### src/rtl/cal_seq_pkg.sv
package cal_seq_pkg;

  typedef enum logic [1:0] {
    MODE_SELF = 2'b00,
    MODE_GAIN = 2'b01,
    MODE_ONE  = 2'b10,
    MODE_OFS  = 2'b11
  } calMode_e;

  typedef struct packed {
    logic     startStep;
    logic     finishStep;
    calMode_e stepMode;
  } ctrlStrb_t;

endpackage

### src/rtl/cal_seq_ctrl.sv
module cal_seq_ctrl
  import cal_seq_pkg::*;
#(
  parameter int MIN_HIGH = 4,
  parameter int SYNC_N   = 2
) (
  input  logic       clk,
  input  logic       rstN,
  input  logic       calReq,
  input  logic [1:0] modeIn,
  input  logic       bipolarSel,
  input  logic       cntZero,
  output ctrlStrb_t  strb,
  output logic       busy,
  output logic       calibrated,
  output logic       orderErr
);

  localparam int HC_W = $clog2(MIN_HIGH + 1);

  logic [SYNC_N-1:0] calSyncVec;
  logic              calSync, calPrev;
  logic [HC_W-1:0]   highCnt;
  calMode_e          reqMode, stepMode;
  logic              offsetDone, spoiled, bpPrev;
  logic              calRise, calFall, reqOk, gainBlocked;
  logic              startStep, finishStep, polChg;

  assign calSync     = calSyncVec[SYNC_N-1];
  assign calRise     = calSync & ~calPrev;
  assign calFall     = ~calSync & calPrev;
  assign reqOk       = calFall && (highCnt >= HC_W'(MIN_HIGH)) && !busy;
  assign gainBlocked = (reqMode == MODE_GAIN) && !offsetDone;
  assign startStep   = reqOk && !gainBlocked;
  assign finishStep  = busy && cntZero;
  assign polChg      = bipolarSel != bpPrev;

  always_comb begin
    strb.startStep  = startStep;
    strb.finishStep = finishStep;
    strb.stepMode   = startStep ? reqMode : stepMode;
  end

  // request conditioning: synchronizer, width count, mode capture
  always_ff @(posedge clk or negedge rstN) begin
    if (!rstN) begin
      calSyncVec <= '0;
      calPrev    <= 1'b0;
      highCnt    <= '0;
      reqMode    <= MODE_SELF;
    end else begin
      calSyncVec <= {calSyncVec[SYNC_N-2:0], calReq};
      calPrev    <= calSync;
      if (calRise) begin
        highCnt <= HC_W'(1);
        reqMode <= calMode_e'(modeIn);
      end else if (calSync && (highCnt < HC_W'(MIN_HIGH))) begin
        highCnt <= highCnt + HC_W'(1);
      end
    end
  end

  // step sequencing and calibration state
  always_ff @(posedge clk or negedge rstN) begin
    if (!rstN) begin
      busy       <= 1'b0;
      stepMode   <= MODE_SELF;
      offsetDone <= 1'b0;
      spoiled    <= 1'b0;
      calibrated <= 1'b0;
      orderErr   <= 1'b0;
      bpPrev     <= 1'b0;
    end else begin
      bpPrev <= bipolarSel;
      if (reqOk && gainBlocked) orderErr <= 1'b1;

      if (startStep) begin
        busy     <= 1'b1;
        stepMode <= reqMode;
      end else if (finishStep) begin
        busy <= 1'b0;
      end

      if (polChg)         spoiled <= 1'b1;
      else if (startStep) spoiled <= 1'b0;

      if (polChg)
        offsetDone <= 1'b0;
      else if (startStep)
        offsetDone <= 1'b0;
      else if (finishStep && !spoiled && stepMode == MODE_OFS)
        offsetDone <= 1'b1;

      if (polChg)
        calibrated <= 1'b0;
      else if (startStep)
        calibrated <= 1'b0;
      else if (finishStep && !spoiled && stepMode != MODE_OFS)
        calibrated <= 1'b1;
    end
  end

endmodule

### src/rtl/cal_seq_dp.sv
module cal_seq_dp
  import cal_seq_pkg::*;
#(
  parameter int RES_W    = 20,
  parameter int LEN_SELF = 3145655,
  parameter int LEN_OFS  = 1052599,
  parameter int LEN_GAIN = 1068813,
  parameter int LEN_ONE  = 2117389
) (
  input  logic             clk,
  input  logic             rstN,
  input  ctrlStrb_t        strb,
  output logic             cntZero,
  output logic [RES_W-1:0] resultWord,
  output logic             resultLoad
);

  localparam int LEN_A   = (LEN_SELF > LEN_OFS) ? LEN_SELF : LEN_OFS;
  localparam int LEN_B   = (LEN_GAIN > LEN_ONE) ? LEN_GAIN : LEN_ONE;
  localparam int LEN_MAX = (LEN_A > LEN_B) ? LEN_A : LEN_B;
  localparam int CNT_W   = $clog2(LEN_MAX + 1);

  logic [CNT_W-1:0] stepCnt;

  function automatic logic [CNT_W-1:0] stepLast(calMode_e m);
    case (m)
      MODE_OFS:  return CNT_W'(LEN_OFS - 1);
      MODE_GAIN: return CNT_W'(LEN_GAIN - 1);
      MODE_ONE:  return CNT_W'(LEN_ONE - 1);
      default:   return CNT_W'(LEN_SELF - 1);
    endcase
  endfunction

  assign cntZero = stepCnt == '0;

  always_ff @(posedge clk or negedge rstN) begin
    if (!rstN) begin
      stepCnt    <= '0;
      resultWord <= '0;
      resultLoad <= 1'b0;
    end else begin
      if (strb.startStep)  stepCnt <= stepLast(strb.stepMode);
      else if (!cntZero)   stepCnt <= stepCnt - CNT_W'(1);

      resultLoad <= strb.finishStep && (strb.stepMode != MODE_SELF);
      if (strb.finishStep) begin
        case (strb.stepMode)
          MODE_OFS, MODE_ONE: resultWord <= '0;
          MODE_GAIN:          resultWord <= '1;
          default:            resultWord <= resultWord;
        endcase
      end
    end
  end

endmodule

### src/rtl/cal_seq_top.sv
module cal_seq_top
  import cal_seq_pkg::*;
#(
  parameter int RES_W    = 20,
  parameter int LEN_SELF = 3145655,
  parameter int LEN_OFS  = 1052599,
  parameter int LEN_GAIN = 1068813,
  parameter int LEN_ONE  = 2117389,
  parameter int MIN_HIGH = 4
) (
  input  logic             clk,
  input  logic             rstN,
  input  logic             calReq,
  input  logic             modeSel1,
  input  logic             modeSel2,
  input  logic             bipolarSel,
  output logic             dataReady,
  output logic [RES_W-1:0] resultWord,
  output logic             resultLoad,
  output logic             calibrated,
  output logic             orderErr
);

  ctrlStrb_t strb;
  logic      cntZero;

  cal_seq_ctrl #(.MIN_HIGH(MIN_HIGH), .SYNC_N(2)) ctrl_i (
    .clk(clk), .rstN(rstN), .calReq(calReq), .modeIn({modeSel1, modeSel2}),
    .bipolarSel(bipolarSel), .cntZero(cntZero), .strb(strb), .busy(dataReady),
    .calibrated(calibrated), .orderErr(orderErr)
  );

  cal_seq_dp #(
    .RES_W(RES_W), .LEN_SELF(LEN_SELF), .LEN_OFS(LEN_OFS),
    .LEN_GAIN(LEN_GAIN), .LEN_ONE(LEN_ONE)
  ) dp_i (
    .clk(clk), .rstN(rstN), .strb(strb), .cntZero(cntZero),
    .resultWord(resultWord), .resultLoad(resultLoad)
  );

endmodule

### config.mk
export PLATFORM = sky130hd
export DESIGN_NAME = cal_seq_top
export DESIGN_NICKNAME = d
export VERILOG_FILES = /design/src/rtl/cal_seq_pkg.sv /design/src/rtl/cal_seq_ctrl.sv /design/src/rtl/cal_seq_dp.sv /design/src/rtl/cal_seq_top.sv
export SDC_FILE = /design/constraint.sdc
export NUM_CORES = 1
export LEC_CHECK = 0
export ABC_AREA = 1
export ABC_CLOCK_PERIOD_IN_PS = 2690
export BUFFER_PORTS_ARGS = -buffer_cell sky130_fd_sc_hd__buf_2
export CAP_MARGIN = 20
export CORE_UTILIZATION = 57
export DETAILED_ROUTE_END_ITERATION = 16
export PLACE_DENSITY = 0.79
export SYNTH_ARGS = -nofsm -noshare
export SYNTH_HDL_FRONTEND = slang
export SYNTH_SLANG_ARGS = --single-unit
### constraint.sdc
create_clock -name clk -period 2.69 [get_ports clk]
set_input_delay 0.4035 -clock clk [delete_from_list [all_inputs] [get_ports clk]]
set_output_delay 0.4035 -clock clk [all_outputs]
set_load 0.02 [all_outputs]
# Yosys cells after proc, flatten, opt, wreduce, memory -nomap -nowiden
# Cells that the tools add are included.
# W data, S select, Z words.
# word_totals
reg_bits	59
output_inout_bits	24
word_cells	72
# classes
addsub	2
magnitude_cmp	2
n_eq_ne	8
mux	17
n_bitwise	4
reduce_logical	25
# ops
cell	count
$pmux W22 S3	1
$mux W22	2
$pmux W20 S2	1
$logic_not A22 Y1	1
$sub A22 B1 Y22 const B	1
$logic_and A1 B1 Y1	11
$mux W1	10
$reduce_bool A2 Y1	5
$eq A2 B2 Y1 const B	3
$mux W3	2
$reduce_bool A3 Y1	2
$eq A2 B1 Y1 const B	2
$logic_not A1 Y1	4
$ne A2 B2 Y1 const B	2
$add A3 B1 Y3 const B	1
$ge A3 B3 Y1 const B	1
$lt A3 B3 Y1 const B	1
$and A1 B1 Y1	2
$mux W2	1
$not A1 Y1	2
$reduce_and A2 Y1	1
$reduce_or A2 Y1	1
$ne A1 B1 Y1	1

# Logic depth before layout (Yosys ltp)
# Gate-level depths: netlist of the first run.
# logic_depth
ltp_word	10
mapped_depth	13
ltp_nobuf	12

# By module
# From an unflattened synthesis of the first run, not the netlist that was laid out.
# unflattened
hier_cells	289
hier_area_um2	2387.3
# by_module_without_submodules
mod	n_inst	cells_per_inst	area_per_inst_um2	seq_area_each_um2
cal_seq_dp	1	220	1716.6	600.6
cal_seq_ctrl	1	69	670.6	400.4

# Worst setup path before layout of the first run
# Ideal clock, no wire load.
# synth_path
path_kind	register -> register
start	register ctrl_i.busy
end	register dp_i.stepCnt[1]
t_arrival_ns	1.869
required_time_ns	2.573
slack_ns	0.703
stages_incl_launch_ff	12
path_buffers	1
period_less_slack_ns	1.987
path_cell_list	dfrtp_1 inv_1 nand4_1 nor2_2 inv_2 buf_6 o21a_1 ha_1 nand2_1 o21ai_0 nand2_1 o21ai_2
# synth_via
elab_chain_cells	7
# synth_lines
element	line_no	rtl
from (decl)	cal_seq_ctrl.sv:14	output logic busy,
from (signal assigned)	cal_seq_ctrl.sv:66	busy <= 1'b0;
from (signal assigned)	cal_seq_ctrl.sv:78	busy <= 1'b1;
from (signal assigned)	cal_seq_ctrl.sv:81	busy <= 1'b0;
$logic_not A1 Y1 (*)	cal_seq_ctrl.sv:32	assign reqOk = calFall && (highCnt >= HC_W'(MIN_HIGH)) && !busy;
$logic_and A1 B1 Y1 (*)	cal_seq_ctrl.sv:32	
$logic_and A1 B1 Y1 (*)	cal_seq_ctrl.sv:34	assign startStep = reqOk && !gainBlocked;
$mux W2	cal_seq_ctrl.sv:41	strb.stepMode = startStep ? reqMode : stepMode;
$eq A2 B2 Y1 or $eq A2 B1 Y1 (tied branches)	cal_seq_dp.sv:26	case (m)
$pmux W22 S3	cal_seq_dp.sv:26	
$mux W22	cal_seq_dp.sv:42	if (strb.startStep) stepCnt <= stepLast(strb.stepMode);
to (signal assigned)	cal_seq_dp.sv:42	
to (signal assigned)	cal_seq_dp.sv:43	else if (!cntZero) stepCnt <= stepCnt - CNT_W'(1);
to (decl)	cal_seq_dp.sv:23	logic [CNT_W-1:0] stepCnt;
# Every way passes the cells marked *; elsewhere a longest branch is shown, timed or not.
# A chain may end at the register's enable or synchronous reset.

# Worst setup path after layout of the first run
# Ends and elaborated chain as after synthesis.

==> results.json, run 1 <==
{
  "cp.required_ns": 2.88,
  "overflow": 0,
  "tritoncts": "done",
  "met2_usage_pct": 42.6,
  "p_int_mw": 1.35,
  "cts_sinks": 40,
  "use_met3_pct": 5.17,
  "synth_top_cell_by_area": "dfrtp_1",
  "timing.rr.start": "ctrl_i.busy",
  "fin_skew_ns": 0.0111,
  "worstSetupPathType": "flip-flop to flip-flop",
  "switching_share_pct": 41.4,
  "area_delta_synth_final_pct": 6.14,
  "wl_um": 4450,
  "crit_start": "ctrl_i.busy",
  "crit_path_start_kind": "flip-flop",
  "power.leakage_nw": 1.37,
  "async_flop_share_pct": 100,
  "fmax_mhz": 458,
  "synth.area.top_cells": "dfrtp_1, nand2_1, inv_1",
  "h-tree-depth": 2,
  "synth_adder_area_share_pct": 2.67,
  "worstSkewPairLatency_ns": 0.30,
  "ir_drop_uv": 664,
  "utilization_pct": 65.5,
  "drc": 0,
  "synth_compound_area_share_pct": 9.07,
  "cts_root_buf": "clkbuf_8",
  "r2r_setup_slack_ns": 0.50,
  "ioPinCount": 30,
  "power.density_nw_per_um2": 930,
  "path_clk_slew_ns": 0.09,
  "vias_per_cell": 4.98,
  "synthMuxAreaShare_pct": 0,
  "path_max_fanout": 21,
  "end_kind": "flip-flop",
  "finalMaxSlewViolations": 0,
  "antenna_found_initial": 0,
  "finalNonFillerCells": 362,
  "num_rows": 22,
  "grt_pass1_vias": 1851,
  "numPortBuffers": 29,
  "synth_seq_cells": 40,
  "min_period_ns": 2.19,
  "die_x_um": 66.1,
  "yosysUniqueCellTypes": 33,
  "tightest_slew_ns": 0.859,
  "cts_hold_buf": 0,
  "grt_util_met1_pct": 28.5,
  "synth-seq-area-share_pct": 42.7,
  "place_inst": 354,
  "ys.warnings.count": 0,
  "start_util_pct": 61.7,
  "tns_ns": 0,
  "track_usage_pct": 24.1,
  "outcome": "completed",
  "synth_nets": 309,
  "seq_power_share_pct": 43.5,
  "netSwitchingPower_mw": 0.959,
  "ys.flop_type": "dfrtp_1",
  "core-area_um2": 3800,
  "drtIter0Drc": 131,
  "antennaDiodeCount": 0,
  "synth-simple-area-share_pct": 27.9,
  "top_usage_layer": "met2",
  "cts_buffers": 5,
  "synth_top_area_share_pct": 42.7,
  "relSlewSlack_pct": 42.7,
  "drive_gt1_share_pct": 20.7,
  "die_y_um": 66.1,
  "netlist_area_um2": 2340,
  "post-cts-setup-buffer-count": 0,
  "gp_congestion": 0.887,
  "period_share_pct": 81.2,
  "synth_xor_area_share_pct": 2.24,
  "setup_viol": 0,
  "dp_hpwl_um": 3330,
  "clockBufferDepth": 2,
  "yosys-top-cells-count": "nand2_1, inv_1, dfrtp_1, nor2_1, buf_4",
  "synthCells": 298,
  "hold_class": "input port to async pin",
  "vias": 1801,
  "die-area_um2": 4370,
  "grt_start_max_net_pins": 41,
  "arrival_ns": 2.37,
  "wire_per_inst_um": 12.3,
  "maxCapViolCount": 0,
  "nets": 324,
  "synth_edf_count": 0,
  "pwr-share-comb_pct": 38.1,
  "clock_power_share_pct": 18.3,
  "synth.avg_cell_area_um2": 7.87,
  "rsz0062_at_grt": "no",
  "hold_violations": 0,
  "grt_pass1_wl_um": 7860,
  "ant_nets": 0,
  "yosysMostFrequentCell": "nand2_1",
  "drt-pass1-iter-count": 4,
  "cts_resized": 0,
  "synth_top_family_by_area": "simple AND/OR/NAND/NOR gates"
}
==> power by group through the flow <==
| stage | Clock (mW) | Sequential [mW] | Combinational [mW] |
|---|---|---|---|
| after global routing | 0.458 | 1.04 | 1.01 |
| after global placement | 0 | 1.01 | 0.840 |
| final | 0.424 | 1.01 | 0.882 |
| after floorplan | 0 | 0.993 | 0.690 |
| after detailed placement | 0 | 1.01 | 0.872 |
| after CTS | 0.434 | 1.00 | 0.888 |
==> kinds of logic after synthesis <==
| logic type | after synthesis |
|---|---|
| compound gates | 39 |
| xor+xnor | 6 |
| fa+ha+maj | 5 |
| buf+inv | 74 |
| flops | 40 |
| simple gates | 134 |
==> routing by layer <==
metal  wire, um  part of all wire, %  vias up
met5          0                    0        -
met4         87                  2.0        0
met3        162                  3.6       10
met2       2220                   50       29
met1       1980                   44      819
li1           -                    -      943
==> final cells by class <==
| type | instances | area [um2] |
|---|---|---|
| fillers | 320 | 1310 |
| inverters | 52 | 196 |
| well taps | 48 | 60.1 |
| clock buffers | 6 | 82.6 |
| repair buffers | 30 | 153 |
| clock inverters | 2 | 15.0 |
| flip-flops and latches | 40 | 1000 |
| multi-input cells | 184 | 981 |
==> worst max-delay path, stage by stage, from the launching register on <==
cell,delay [ns]
dfrtp_1,0.41
inv_1,0.13
nand4_1,0.17
nor2_2,0.18
inv_2,0.19
o21a_1,0.26
ha_1,0.29
nand2_1,0.14
o21ai_0,0.13
nand2_1,0.11
o21ai_2,0.06
==> flip-flops by register name, summed over array words and instances (netlist names), 2 cells and up <==
signal	count
ctrl_i.highCnt	3
dp_i.stepCnt	22
ctrl_i.calSyncVec	2
ctrl_i.reqMode	2
ctrl_i.stepMode	2
==> cell usage in the layout, fill, tap and decap left out <==
master / n
inv_1: 47
nand4_1: 4
nand2_2: 4
o21ai_1: 3
xor2_1: 4
clkbuf_8: 6
nand3_2: 2
o21bai_1: 2
nand2_1: 55
nor2_8: 2
nand3_1: 19
nor2_2: 9
nor3_1: 4
o21ai_2: 1
o21a_1: 1
a21oi_1: 18
o31ai_1: 1
xnor2_1: 2
buf_2: 29
nor3_2: 1
nor2_4: 1
nor2_1: 30
o21ai_0: 11
a31oi_1: 1
dfrtp_1: 40
or2_2: 1
clkinvlp_4: 2
inv_2: 4
nand3_4: 1
clkinv_2: 1
nand3b_1: 1
buf_4: 1
ha_1: 5
o211ai_1: 1
==> per-stage QoR <==
| step | cell area [um2] | power [mW] | worst slack [ns] | hold WS [ns] |
|---|---|---|---|---|
| 4_1_cts | 2490 | 2.33 | 0.551 | 0.208 |
| 5_1_grt | 2490 | 2.51 | 0.377 | 0.202 |
| 3_5_place_dp | 2390 | 1.88 | 0.629 | 0.345 |
| 6_report | 2490 | 2.31 | 0.505 | 0.210 |
| 3_3_place_gp | 2390 | 1.85 | 0.755 | 0.344 |
| 2_1_floorplan | 2340 | 1.68 | 0.703 | 0.108 |
==> final timing paths <==
check / to / depth (start not counted)
max: dp_i.stepCnt[1] / 10
min: dp_i.stepCnt[15] / 1
max reg2reg: dp_i.stepCnt[1] / 10
min reg2reg: ctrl_i.calSyncVec[1] / 0
max in group asynchronous: dp_i.stepCnt[20] / 1
min in group clk: ctrl_i.calSyncVec[0] / 1
Note: power is estimated with default switching activity, not from simulation.
==> run 2, diff against run 1 <==
--- a/config.mk
+++ b/config.mk
@@ -6,12 +6,12 @@
 export NUM_CORES = 1
 export LEC_CHECK = 0
 export ABC_AREA = 1
-export ABC_CLOCK_PERIOD_IN_PS = 2690
+export ABC_CLOCK_PERIOD_IN_PS = 1800
 export BUFFER_PORTS_ARGS = -buffer_cell sky130_fd_sc_hd__buf_2
 export CAP_MARGIN = 20
-export CORE_UTILIZATION = 57
+export CORE_UTILIZATION = 52
 export DETAILED_ROUTE_END_ITERATION = 16
-export PLACE_DENSITY = 0.79
+export PLACE_DENSITY = 0.76
 export SYNTH_ARGS = -nofsm -noshare
 export SYNTH_HDL_FRONTEND = slang
 export SYNTH_SLANG_ARGS = --single-unit
==> constraint.sdc (replaced) <==
create_clock -name clk -period 1.8 [get_ports clk]
set_input_delay 0.27 -clock clk [delete_from_list [all_inputs] [get_ports clk]]
set_output_delay 0.27 -clock clk [all_outputs]
set_load 0.02 [all_outputs]
==> run 2 against run 1 <==
Total power increased by 54%; worst hold slack lost 0.13 ns; largest cell class unchanged; fmax is 22% higher; cell area is 4.6% higher; first-iteration DRC count down 24%.
==> results.json, run 2 (synthesized netlist as in run 1, its figures left out) <==
{
  "ant_nets": 0,
  "crit_slowest_cell": "dfrtp_2",
  "utilization_pct": 59.8,
  "end_kind": "flip-flop",
  "maxCapViolCount": 0,
  "placed_area_um2": 2440,
  "fmax_mhz": 557,
  "drt-pass1-iter-count": 4,
  "largest_register_ffs": 22,
  "cts_sinks": 40,
  "wl_um": 4640,
  "vias_per_cell": 4.94,
  "finalNonFillerCells": 377,
  "core-area_um2": 4350,
  "path_clk_slew_ns": 0.08,
  "relSlewSlack_pct": 62.5,
  "dp_hpwl_um": 3400,
  "crit_chain": "inv_2, nand4_1, nor2_2, inv_2, o21a_1, ha_1, nand2_2, o21ai_1, nand2_1, o21ai_2",
  "vias": 1864,
  "die-area_um2": 4780,
  "nets": 335,
  "grt_pass1_vias": 1847,
  "tritoncts": "done",
  "multiInputGateArea_um2": 1000,
  "power.leakage_nw": 1.42,
  "die_y_um": 69.2,
  "die_x_um": 69.2,
  "power.density_nw_per_um2": 1370,
  "grt_start_max_net_pins": 26,
  "ioPinCount": 30,
  "cp.required_ns": 1.99,
  "num_rows": 24,
  "critPathMaxStageDelay_ns": 0.42,
  "outcome": "completed",
  "grt_util_met1_pct": 26.2,
  "pre_cts_ws_ns": 0.0308,
  "whs_ns": 0.0782,
  "top_usage_layer": "met2",
  "path_common_cell": "inv_2",
  "crit_buf_inv": 2,
  "worstSkewPairLatency_ns": 0.30,
  "h-tree-depth": 2,
  "drc": 0,
  "worstSetupPathType": "flip-flop to flip-flop",
  "hold_violations": 0,
  "reg_top3": "dp_i.stepCnt: 22 flops, ctrl_i.highCnt: 3 flops",
  "gp_congestion": 0.859,
  "overflow": 0,
  "tightest_slew_ns": 0.562,
  "arrival_ns": 1.98,
  "area_delta_synth_final_pct": 11.0,
  "cts_root_buf": "clkbuf_8",
  "mostFrequentLayoutCell": "nand2_1",
  "ir_drop_uv": 730,
  "grt_pass1_wl_um": 8120,
  "drtIter0Drc": 100,
  "wire_per_inst_um": 12.3,
  "setup_viol": 0,
  "place_inst": 363,
  "tns_ns": 0,
  "start_util_pct": 53.9,
  "path_max_fanout": 5,
  "finish.instance_area_um2": 2600,
  "critPathTopFamily": "simple AND/OR/NAND/NOR gates",
  "clockBufferDepth": 2,
  "period_share_pct": 99.7,
  "hold_class": "input port to flip-flop",
  "rsz0062_at_grt": "yes",
  "fin_skew_ns": 0.00980,
  "met2_usage_pct": 36.2,
  "power_mw": 3.57,
  "final.setup.worst_slack_ns": 0.00596,
  "numPortBuffers": 29,
  "track_usage_pct": 21.0,
  "use_met3_pct": 4.97,
  "layout_common_cells": "nand2_1, inv_1, dfrtp_1",
  "crit_path_start_kind": "flip-flop",
  "antenna_found_initial": 0,
  "finalMaxSlewViolations": 0,
  "fillers": 381,
  "min_period_ns": 1.79,
  "regMostFlops": "dp_i.stepCnt",
  "seq_area_um2": 1000,
  "antennaDiodeCount": 0,
  "drive_gt1_share_pct": 25.5,
  "cts_buffers": 5
}
-- run 2: final cells by class --
type                            count  share of cell area [%]
Inverter                           52                    7.60
Clock inverter                      2                   0.577
Timing Repair Buffer               41                    9.13
Sequential cell                    40                    38.5
Tap cell                           52                    2.50
Multi-Input combinational cell    184                    38.5
Clock buffer                        6                    3.17
-- run 2: worst paths after layout --
path	cells past startpoint	end	start	slack, ns
worst max-delay path	10	dp_i.stepCnt[1]	ctrl_i.busy	0.006
worst min-delay path	1	ctrl_i.calSyncVec[0]	calReq	0.08
worst max register to register	10	dp_i.stepCnt[1]	ctrl_i.busy	0.006
worst min register to register	0	ctrl_i.calSyncVec[1]	ctrl_i.calSyncVec[0]	0.36
max in group asynchronous	3	ctrl_i.highCnt[0]	rstN	0.74
min in group asynchronous	2	dp_i.stepCnt[8]	rstN	0.49
-- run 2: worst reg2reg max path: cells and delay by family (launching register included) --
| family | cells | cell delay [ns] |
|---|---|---|
| AOI/OAI and AO/OA | 3 | 0.32 |
| adders and majority gates | 1 | 0.31 |
| buffers and inverters | 2 | 0.14 |
| DFF | 1 | 0.42 |
| and+or+nand+nor | 4 | 0.49 |
-- run 2: power by group --
group          switching, mW  internal [mW]
combinational          0.859          0.552
sequential             0.279           1.23
clock                  0.337          0.310
total                   1.48           2.10
-- run 2: what timing repair did --
action                                  4_1_cts  5_1_grt
pin swaps                                     1        7
hold endpoints to repair                     23        0
hold buffers                                  1        0
endpoints found under the setup margin        1       23
resized for setup                             0        7
buffers inserted                              0        5
-- run 2: routing by layer --
layer	vias up	share of wire, %
li1	958	-
met1	867	45
met2	32	50
met3	7	3.6
met4	0	0.90
met5	-	0
